## config.mk

```make
export PLATFORM = sky130hd
export DESIGN_NAME = conv_test_pattern_gen
export DESIGN_NICKNAME = d
export VERILOG_FILES = /design/src/rtl/conv_test_pattern_gen.sv
export SDC_FILE = /design/constraint.sdc
export NUM_CORES = 1
export LEC_CHECK = 0
export ABC_CLOCK_PERIOD_IN_PS = 2810
export BUFFER_PORTS_ARGS = -buffer_cell sky130_fd_sc_hd__buf_2
export CAP_MARGIN = 30
export CORE_MARGIN = 8
export CORE_UTILIZATION = 55
export CTS_BUF_LIST = sky130_fd_sc_hd__clkbuf_8
export DETAILED_ROUTE_END_ITERATION = 8
export PLACE_DENSITY = 0.78
export SKIP_CTS_REPAIR_TIMING = 1
export SLEW_MARGIN = 20
export SYNTH_ARGS = -nofsm -noshare
export SYNTH_HDL_FRONTEND = slang
export SYNTH_SLANG_ARGS = --single-unit
```

## constraint.sdc

```tcl
create_clock -name clk -period 2.81 [get_ports clk]
set_input_delay 0.4215 -clock clk [delete_from_list [all_inputs] [get_ports clk]]
set_output_delay 0.4215 -clock clk [all_outputs]
set_load 0.03 [all_outputs]
```

## src/rtl/conv_test_pattern_gen.sv

```systemverilog
module conv_test_pattern_gen #(
  parameter int SW = 16,
  parameter int MW = 4
) (
  input  logic          clk,
  input  logic          rst_n,
  input  logic          cfg_we,
  input  logic [2:0]    cfg_addr,
  input  logic [SW-1:0] cfg_wdata,
  input  logic          data_phase,
  input  logic [SW-1:0] adc_sample,
  output logic [SW-1:0] tx_sample,
  output logic          single_done
);

  localparam logic [MW-1:0] M_PASS = MW'(4'h0);
  localparam logic [MW-1:0] M_CHK  = MW'(4'h1);
  localparam logic [MW-1:0] M_LOOP = MW'(4'hE);
  localparam logic [MW-1:0] M_ONCE = MW'(4'hF);
  localparam logic [SW-1:0] CHK_A  = {(SW/2){2'b01}};
  localparam logic [SW-1:0] CHK_B  = ~CHK_A;

  logic [MW-1:0] mode_q;
  logic [SW-1:0] stage_q [4];
  logic [SW-1:0] live_q  [4];
  logic [2:0]    pos_q, pos_nx;
  logic [SW-1:0] word;

  wire mode_wr = cfg_we && (cfg_addr == 3'd0);
  wire user_wr = cfg_we && (cfg_addr != 3'd0) && (cfg_addr <= 3'd4);

  always_comb begin
    case (mode_q)
      M_PASS:  word = adc_sample;
      M_CHK:   word = pos_q[0] ? CHK_B : CHK_A;
      M_LOOP:  word = live_q[pos_q[1:0]];
      M_ONCE:  word = pos_q[2] ? '0 : live_q[pos_q[1:0]];
      default: word = '0;
    endcase
  end

  assign pos_nx = (mode_q == M_ONCE) ? (pos_q[2] ? pos_q : pos_q + 3'd1)
                                     : {1'b0, pos_q[1:0] + 2'd1};

  assign single_done = (mode_q == M_ONCE) && pos_q[2];

  always_ff @(posedge clk) begin
    if (!rst_n) begin
      mode_q    <= M_PASS;
      pos_q     <= '0;
      tx_sample <= '0;
      for (int i = 0; i < 4; i++) begin
        stage_q[i] <= '0;
        live_q[i]  <= '0;
      end
    end else begin
      if (user_wr) stage_q[cfg_addr[1:0] - 2'd1] <= cfg_wdata;
      if (mode_wr || !data_phase)
        for (int i = 0; i < 4; i++) live_q[i] <= stage_q[i];
      if (mode_wr) begin
        mode_q    <= cfg_wdata[MW-1:0];
        pos_q     <= '0;
        tx_sample <= '0;
      end else if (!data_phase) begin
        pos_q     <= '0;
        tx_sample <= (mode_q == M_PASS) ? adc_sample : '0;
      end else begin
        pos_q     <= pos_nx;
        tx_sample <= word;
      end
    end
  end

  assert_pass_R1: assert property (@(posedge clk) disable iff (!rst_n)
    (mode_q == M_PASS && !mode_wr) |=> tx_sample == $past(adc_sample));

  assert_chk_first_R2: assert property (@(posedge clk) disable iff (!rst_n)
    (mode_q == M_CHK && data_phase && !mode_wr && pos_q == 3'd0) |=> tx_sample == CHK_A);

  assert_chk_values_R2: assert property (@(posedge clk) disable iff (!rst_n)
    (mode_q == M_CHK && data_phase && !mode_wr) |=> (tx_sample == CHK_A || tx_sample == CHK_B));

  assert_once_zero_R4: assert property (@(posedge clk) disable iff (!rst_n)
    (single_done && data_phase && !mode_wr) |=> (tx_sample == '0 && single_done));

  assert_wr_restart_R5: assert property (@(posedge clk) disable iff (!rst_n)
    mode_wr |=> (tx_sample == '0 && !single_done));

  assert_idle_rearm_R8: assert property (@(posedge clk) disable iff (!rst_n)
    !data_phase |=> !single_done);

  assert_idle_zero_R6: assert property (@(posedge clk) disable iff (!rst_n)
    (!data_phase && mode_q != M_PASS) |=> tx_sample == '0);

endmodule

```

==> impl_metrics.tcl, run 1 <==
set metrics [dict create \
    rsz0062_at_grt "no" \
    core_area_mm2 0.0109 \
    syn_nets 438 \
    path_depth 7 \
    track_usage 0.162 \
    p_total_uw 4550 \
    clk_pin_slew_ns 0.08 \
    grt_max_degree 65 \
    ios 56 \
    gr-total-overflow 0 \
    synth_area_mm2 0.00620 \
    synth_cells 397 \
    syn_to_final_growth_pct 12.8 \
    clock.fmax_mhz 498 \
    rows 38 \
    criticalPathCategory "in2reg" \
    ys.warnings.count 0 \
    diodes 0 \
    vias_per_cell 5.27 \
    ys_seq_area_frac 0.701 \
    synth.top_cell.area_share 0.620 \
    cts_root_buf "clkbuf_8" \
    fp.dieW_um 122 \
    cap_violations 0 \
    avgSynthCellArea_um2 15.6 \
    drv_slew 0 \
    tritoncts "done" \
    dr.first_iter.drc_count 365 \
    cp.required_ns 3.19 \
    fin_nets 503 \
    arrival_ns 2.39 \
    grt_first_pass_wirelength_um 18000 \
    power_per_cell_area_mw_per_mm2 650 \
    tns_ns 0 \
    hpwl_um 7640 \
    fin_crit_ns 2.01 \
    cts-buffers-inserted 17 \
    status "finished clean" \
    whs_path_depth 2 \
    wl_per_cell_um 18.5 \
    hold_path.class "in2reg" \
    cts_sinks 153 \
    die_h_um 122 \
    hold_viol_final 0 \
    start_util 0.567 \
    ant_nets 0 \
    gp_congestion 0.745 \
    crit_path_max_fanout 22 \
    fp.dieArea_mm2 0.0149 \
    port_buffers 55 \
    vias 3242 \
    start_kind "primary input" \
    fin_ws_ns 0.802 \
    pre_cts_ws_ns 0.330 \
    critical_path.endpoint_type "register" \
    fin_util 0.639 \
    peakVddDrop_mv 0.309 \
    dr.pass1.iters 4 \
    worstPathCellList "buf_2 -> inv_1 -> ha_1 -> nand3b_2 -> nand3_2 -> nor2_1 -> a211o_1" \
    slowest_stage "nor2_1" \
    min_period_over_period 0.715 \
    path_delay_family "simple AND/OR/NAND/NOR gates" \
    wl_um 11400 \
    drive_above_1_share 0.251 \
    synth_area_leaders "edfxtp_1, and2_1, dfxtp_1" \
    leakage_uw 0.00278 \
    cp_num_buf_inv 2 \
    ys_types 34 \
    antenna_found_initial 0 \
    h-tree-depth 4 \
    drc_errors 0 \
    relSlewSlack 0.451 \
    slowest_delay_ns 0.65 \
    grt_pass1_vias 3402 \
    finClkSkew_ns 0.00968 \
    synth-seq-cells 153 \
    yosysTopAreaCell "edfxtp_1" \
    cts_buffer_depth 2 \
    tightest_slew_ns 0.822 \
    setup_viol 0 \
    clk_latency_ns 0.44 \
    rr_worst_depth 3 \
]
[layout make-up]
cell class / instances / area [µm²]
fill: 792 / 3940
inverter: 2 / 7.51
tap: 140 / 175
timing repair buffer: 67 / 378
clock inverter: 10 / 76.3
sequential: 153 / 4340
multi-input combinational: 221 / 1710
clock buffer: 22 / 303
[cells in the mapped netlist]
master          instances
and2_1                128
edfxtp_1              128
dfxtp_1                25
a211o_1                16
mux4_2                 16
nor2b_1                16
nand2_1                12
clkbuf_1                7
buf_2                   5
a21boi_0                4
buf_4                   4
nor2_1                  4
and3_1                  3
buf_6                   3
ha_1                    2
inv_1                   2
nand2b_1                2
nand3_1                 2
nor3_1                  2
o21ai_0                 2
a21boi_2                1
and3b_4                 1
and4b_1                 1
buf_8                   1
dlymetal6s2s_1          1
mux2i_1                 1
nand3_2                 1
nand3b_2                1
nor3b_2                 1
nor4bb_1                1
o31ai_1                 1
or4b_4                  1
xnor2_1                 1
xor2_1                  1
[worst paths after layout]
path | slack, ns | start | end
worst max-delay path | 0.80 | cfg_addr[0] | tx_sample[9]
worst min register to register | 0.49 | mode_q[1] | mode_q[1]
worst max register to register | 0.99 | mode_q[1] | tx_sample[9]
worst min-delay path | 0.18 | adc_sample[15] | tx_sample[15]
[power by group]
| group | internal, µW | switching (µW) | leakage, µW |
|---|---|---|---|
| Sequential | 2630 | 47.9 | 0.00153 |
| Combinational | 141 | 183 | 0.00105 |
| Clock | 802 | 744 | 0.000204 |
| Total | 3570 | 975 | 0.00278 |
[flip-flops by register name, summed over array words and instances, names as in the netlist, named ones only]
register and cells:
tx_sample 16, live_q 64, mode_q 4, stage_q 64
pos_q 3
[placed cells by master, fill, tap and decap left out, types with 2 or more instances in the layout]
cell type	n
clkinvlp_4	2
a21boi_0	4
and2_1	128
mux4_2	16
nand2_1	12
clkinv_2	4
nand2b_1	2
buf_2	55
clkbuf_8	22
nand3_1	2
inv_1	5
buf_4	11
dfxtp_1	25
nor3_1	2
a211o_1	16
and3_1	3
ha_1	2
nor2b_1	16
edfxtp_1	128
nor2_1	4
[per-layer routing]
metal | wire length, µm | global-route usage
met5 | 0 | 0
met4 | 108 | 0.0739
met3 | 960 | 0.0453
met2 | 5480 | 0.255
met1 | 4840 | 0.206
[logic make-up after synthesis]
family                     Yosys count  synth area share
muxes                               17            0.0598
buffers and inverters               23            0.0242
and+or+nand+nor                    176             0.176
xor gates and xnor gates             2           0.00283
AOI/OAI and AO/OA                   24            0.0321
adders and majority gates            2           0.00404
DFF                                153             0.701
[per-stage QoR]
stage | area [µm²] | hold WS [ns] | std cells
global route | 6990 | 0.172 | 615
detailed placement | 6610 | 0.475 | 583
CTS | 6990 | 0.160 | 615
floorplan | 6200 | 0.456 | 397
finish | 6990 | 0.183 | 615
global placement | 6610 | 0.469 | 583
No activity file was read; power rests on OpenSTA's default activity.
==> run 2, diff against run 1 <==
Settings changed: ABC_CLOCK_PERIOD_IN_PS 2810 to 1700.
Clock period 2.81 ns to 1.7 ns, I/O delays scaled along.
==> run 2 against run 1 <==
- die area unchanged
- sequential power rose by 65%
- count of clock-buffer cells in the layout decreased by 3
- global-route usage decreased by 1.2 points
- hold slack got worse by 0.16 ns
- combinational power increased by 86%
- register-to-register slack got worse by 0.91 ns
==> impl_metrics.tcl, run 2 (synthesis gave the netlist of run 1 again) <==
set metrics [dict create \
    hold_viol_final 0 \
    cts-buffers-inserted 17 \
    wl_um 10600 \
    setup_viol 0 \
    syn_to_final_growth_pct 17.9 \
    cts_sinks 153 \
    h-tree-depth 4 \
    cap_violations 0 \
    placed_area_mm2 0.00682 \
    gr-total-overflow 0 \
    diodes 0 \
    status "finished clean" \
    arrival_ns 1.94 \
    grt_max_degree 65 \
    vias_per_cell 5.12 \
    finClkSkew_ns 0.0110 \
    grt_pass1_vias 3378 \
    antenna_found_initial 0 \
    min_period_over_period 0.952 \
    tightest_slew_ns 0.650 \
    vias 3204 \
    rows 38 \
    drc_errors 0 \
    leakage_uw 0.00291 \
    fin_cells 626 \
    rsz0062_at_grt "no" \
    clk_pin_slew_ns 0.09 \
    fp.dieW_um 122 \
    cp.required_ns 2.02 \
    critical_path.endpoint_type "register" \
    dr.first_iter.drc_count 186 \
    ios 56 \
    drive_above_1_share 0.276 \
    stdcell_area_mm2 0.00731 \
    cts_buffer_depth 2 \
    tritoncts "done" \
    power_per_cell_area_mw_per_mm2 1100 \
    track_usage 0.150 \
    dr.pass1.iters 4 \
    gp_congestion 0.728 \
    port_buffers 55 \
    wl_per_cell_um 16.9 \
    ant_nets 0 \
    die_h_um 122 \
    relSlewSlack 0.565 \
    core_area_mm2 0.0109 \
    crit_path_max_fanout 16 \
    cts_root_buf "clkbuf_8" \
    peakVddDrop_mv 0.485 \
    fin_crit_ns 1.62 \
    hpwl_um 7130 \
    n_fill_cell 752 \
    multi_input_area_mm2 0.00178 \
    fp.dieArea_mm2 0.0149 \
    hold_path.class "in2reg" \
    clock.fmax_mhz 618 \
    start_util 0.567 \
    hold_slack_ns 0.0219 \
    seq_area_mm2 0.00434 \
    dp_cells 591 \
    clk_latency_ns 0.43 \
    fin_nets 514 \
    drv_slew 0 \
    start_kind "register" \
    grt_first_pass_wirelength_um 17100 \
    criticalPathCategory "reg2reg" \
    largestRegisters "live_q (64), stage_q (64), tx_sample (16)" \
    layout_common_cells "and2_1, edfxtp_1, buf_2, dfxtp_1, clkbuf_8" \
]
run 2: area by class of cell:
class / count / area share
flip-flops and latches: 153 / 0.594
inverters: 2 / 0.00103
well taps: 140 / 0.0240
repair buffers: 78 / 0.0760
clock buffers: 19 / 0.0358
clock inverters: 13 / 0.0258
multi-input cells: 221 / 0.243
run 2: power breakdown:
group / total (µW) / internal, µW / leakage, µW / switching [µW]
Clock: 3030 / 1700 / 0.000231 / 1330
Sequential: 4410 / 4340 / 0.00153 / 63.3
Combinational: 603 / 284 / 0.00115 / 319
Total: 8040 / 6320 / 0.00291 / 1710
run 2: worst max-delay path, stage by stage (launching register included):
cell	delay [ns]
dfxtp_1	0.36
buf_12	0.19
mux4_2	0.53
nor2b_1	0.15
a211o_1	0.27
run 2: per-layer routing:
metal,routed length (µm),global-route usage,up-vias
met1,4600,0.176,1551
li1,-,-,1576
met5,0,0,-
met4,162,0.0602,0
met3,494,0.0421,11
met2,5350,0.257,66
run 2: worst paths after layout:
| path | startpoint | to | slack (ns) | cells after the start |
|---|---|---|---|---|
| setup reg to reg | register | tx_sample[4] | 0.08 | 4 |
| hold / removal | adc_sample[8] | tx_sample[8] | 0.02 | 2 |
| hold reg to reg | mode_q[2] | mode_q[2] | 0.51 | 2 |
| setup / recovery | register | tx_sample[4] | 0.08 | 4 |
run 2: through the flow:
step | total power [µW] | utilization | TNS, ns | setup slack [ns]
3_5_place_dp | 5100 | 0.623 | -9.17 | -0.176
6_report | 8040 | 0.669 | 0 | 0.0815
5_1_grt | 8320 | 0.669 | 0 | 0.0148
2_1_floorplan | 4850 | - | -6.53 | -0.215
3_3_place_gp | 5070 | 0.623 | -4.48 | -0.0994
4_1_cts | 8110 | 0.665 | -0.0813 | -0.0813
==> run 3, diff against run 2 <==
Settings changed: ABC_CLOCK_PERIOD_IN_PS 1700 to 1800, CELL_PAD_IN_SITES_DETAIL_PLACEMENT set to 0, CELL_PAD_IN_SITES_GLOBAL_PLACEMENT set to 1, CORE_UTILIZATION 55 to 52, PLACE_DENSITY 0.78 to unset, PLACE_DENSITY_LB_ADDON set to 0.1.
Clock period 1.7 ns to 1.8 ns, I/O delays scaled along.
==> run 3 against run 2 <==
- core utilization decreased by 5.6 points
- sequential cell count unchanged
- clock power decreased by 12%
- die area increased by 5.0%
- hold slack improved by 0.017 ns
- largest cell class unchanged
==> impl_metrics.tcl, run 3 (synthesis gave the netlist of run 1 again) <==
set metrics [dict create \
    fp.dieW_um 125 \
    drv_slew 0 \
    cp.required_ns 1.53 \
    cts_buffer_depth 2 \
    rsz0062_at_grt "no" \
    reg2reg_to "tx_sample[8]" \
    tritoncts "done" \
    vias 3149 \
    fin_ws_ns 0.133 \
    rows 40 \
    clk_latency_ns 0.43 \
    hold_viol_final 0 \
    fin_util 0.613 \
    critical_path.endpoint_type "primary output" \
    cts_root_buf "clkbuf_8" \
    vias_per_cell 4.99 \
    r2r_setup_slack_ns 0.14 \
    n_fill_cell 908 \
    stdcell_area_mm2 0.00724 \
    whs_path_depth 2 \
    criticalPathCategory "reg2out" \
    power_per_cell_area_mw_per_mm2 1020 \
    dr.pass1.iters 4 \
    pre_cts_ws_ns -0.131 \
    gr-total-overflow 0 \
    fin_cells 631 \
    clk_pin_slew_ns 0.08 \
    h-tree-depth 4 \
    grt_first_pass_wirelength_um 16700 \
    ios 56 \
    fin_crit_ns 1.67 \
    wl_per_cell_um 16.3 \
    p_total_uw 7400 \
    ant_nets 0 \
    hp-start "adc_sample[6]" \
    min_period_over_period 0.926 \
    dp_cells 599 \
    core_area_mm2 0.0118 \
    largestRegisters "live_q (64), stage_q (64), tx_sample (16)" \
    layout_common_cells "and2_1, edfxtp_1, buf_2, dfxtp_1, clkbuf_8" \
    fin_nets 512 \
    hold_path.class "in2reg" \
    finClkSkew_ns 0.00802 \
    setup_viol 0 \
    rr_worst_depth 4 \
    multi_input_area_mm2 0.00176 \
    diodes 0 \
    leakage_uw 0.00289 \
    clock.fmax_mhz 600 \
    cts_sinks 153 \
    cap_violations 0 \
    dr.first_iter.drc_count 131 \
    antenna_found_initial 0 \
    whs_endpoint "tx_sample[6]" \
    seq_area_mm2 0.00434 \
    arrival_ns 1.40 \
    die_h_um 125 \
    peakVddDrop_mv 0.534 \
    wl_um 10300 \
    drc_errors 0 \
    gp_congestion 0.710 \
    start_kind "register" \
    grt_pass1_vias 3165 \
    placed_area_mm2 0.00682 \
    syn_to_final_growth_pct 16.8 \
    grt_max_degree 65 \
    fp.dieArea_mm2 0.0157 \
    relSlewSlack 0.585 \
    crit_path_max_fanout 3 \
    start_util 0.525 \
    drive_above_1_share 0.277 \
    cts-buffers-inserted 17 \
    hpwl_um 7130 \
    track_usage 0.139 \
    status "finished clean" \
    tightest_slew_ns 0.622 \
    port_buffers 55 \
]
run 3: changes by cell type in the layout (fill, tap and decap cells not counted), sizes merged:
cell	before	now
buf	75	76
clkbuf	19	17
clkinv	4	8
dlygate4sd3	3	0
inv	7	5
run 3: per-stage QoR:
| step | hold WS [ns] | setup TNS, ns |
|---|---|---|
| floorplan | 0.388 | -6.99 |
| global placement | 0.464 | -2.09 |
| detailed placement | 0.473 | -4.17 |
| CTS | 0.00392 | 0 |
| global route | 0.0134 | 0 |
| finish | 0.0393 | 0 |
run 3: layout make-up:
| cell class | instances | area share |
|---|---|---|
| sequential | 153 | 0.600 |
| multi-input combinational | 221 | 0.244 |
| timing repair buffer | 76 | 0.0719 |
| clock buffer | 17 | 0.0323 |
| clock inverter | 15 | 0.0254 |
| tap | 147 | 0.0254 |
| inverter | 2 | 0.00104 |
run 3: worst max path at each step:
stage / from / end / slack, ns / cells after the start
after floorplan: cfg_addr[0] / stage_q[3][0] / -0.18 / 5
after global placement: cfg_addr[0] / stage_q[1][12] / -0.10 / 7
after detailed placement: cfg_addr[0] / stage_q[1][5] / -0.13 / 7
after CTS: mode_q[3] / single_done / 0.06 / 3
after global routing: mode_q[3] / single_done / 0.01 / 3
final: mode_q[3] / single_done / 0.13 / 3
run 3: worst max-delay path, cell delays in order (launching register included):
cell     delay (ns)
dfxtp_1        0.37
nand3_1        0.17
nor2_2         0.21
buf_2          0.23
run 3: report_power, final:
part	internal, µW	total (µW)	switching [µW]
clock	1490	2680	1190
combinational	258	553	296
sequential	4100	4160	56.9
total	5850	7400	1540
run 3: layer usage:
| metal | track usage | routed length [µm] |
|---|---|---|
| met2 | 0.224 | 5000 |
| met1 | 0.166 | 4460 |
| met3 | 0.0459 | 731 |
| met5 | 0 | 0 |
| met4 | 0.0666 | 102 |
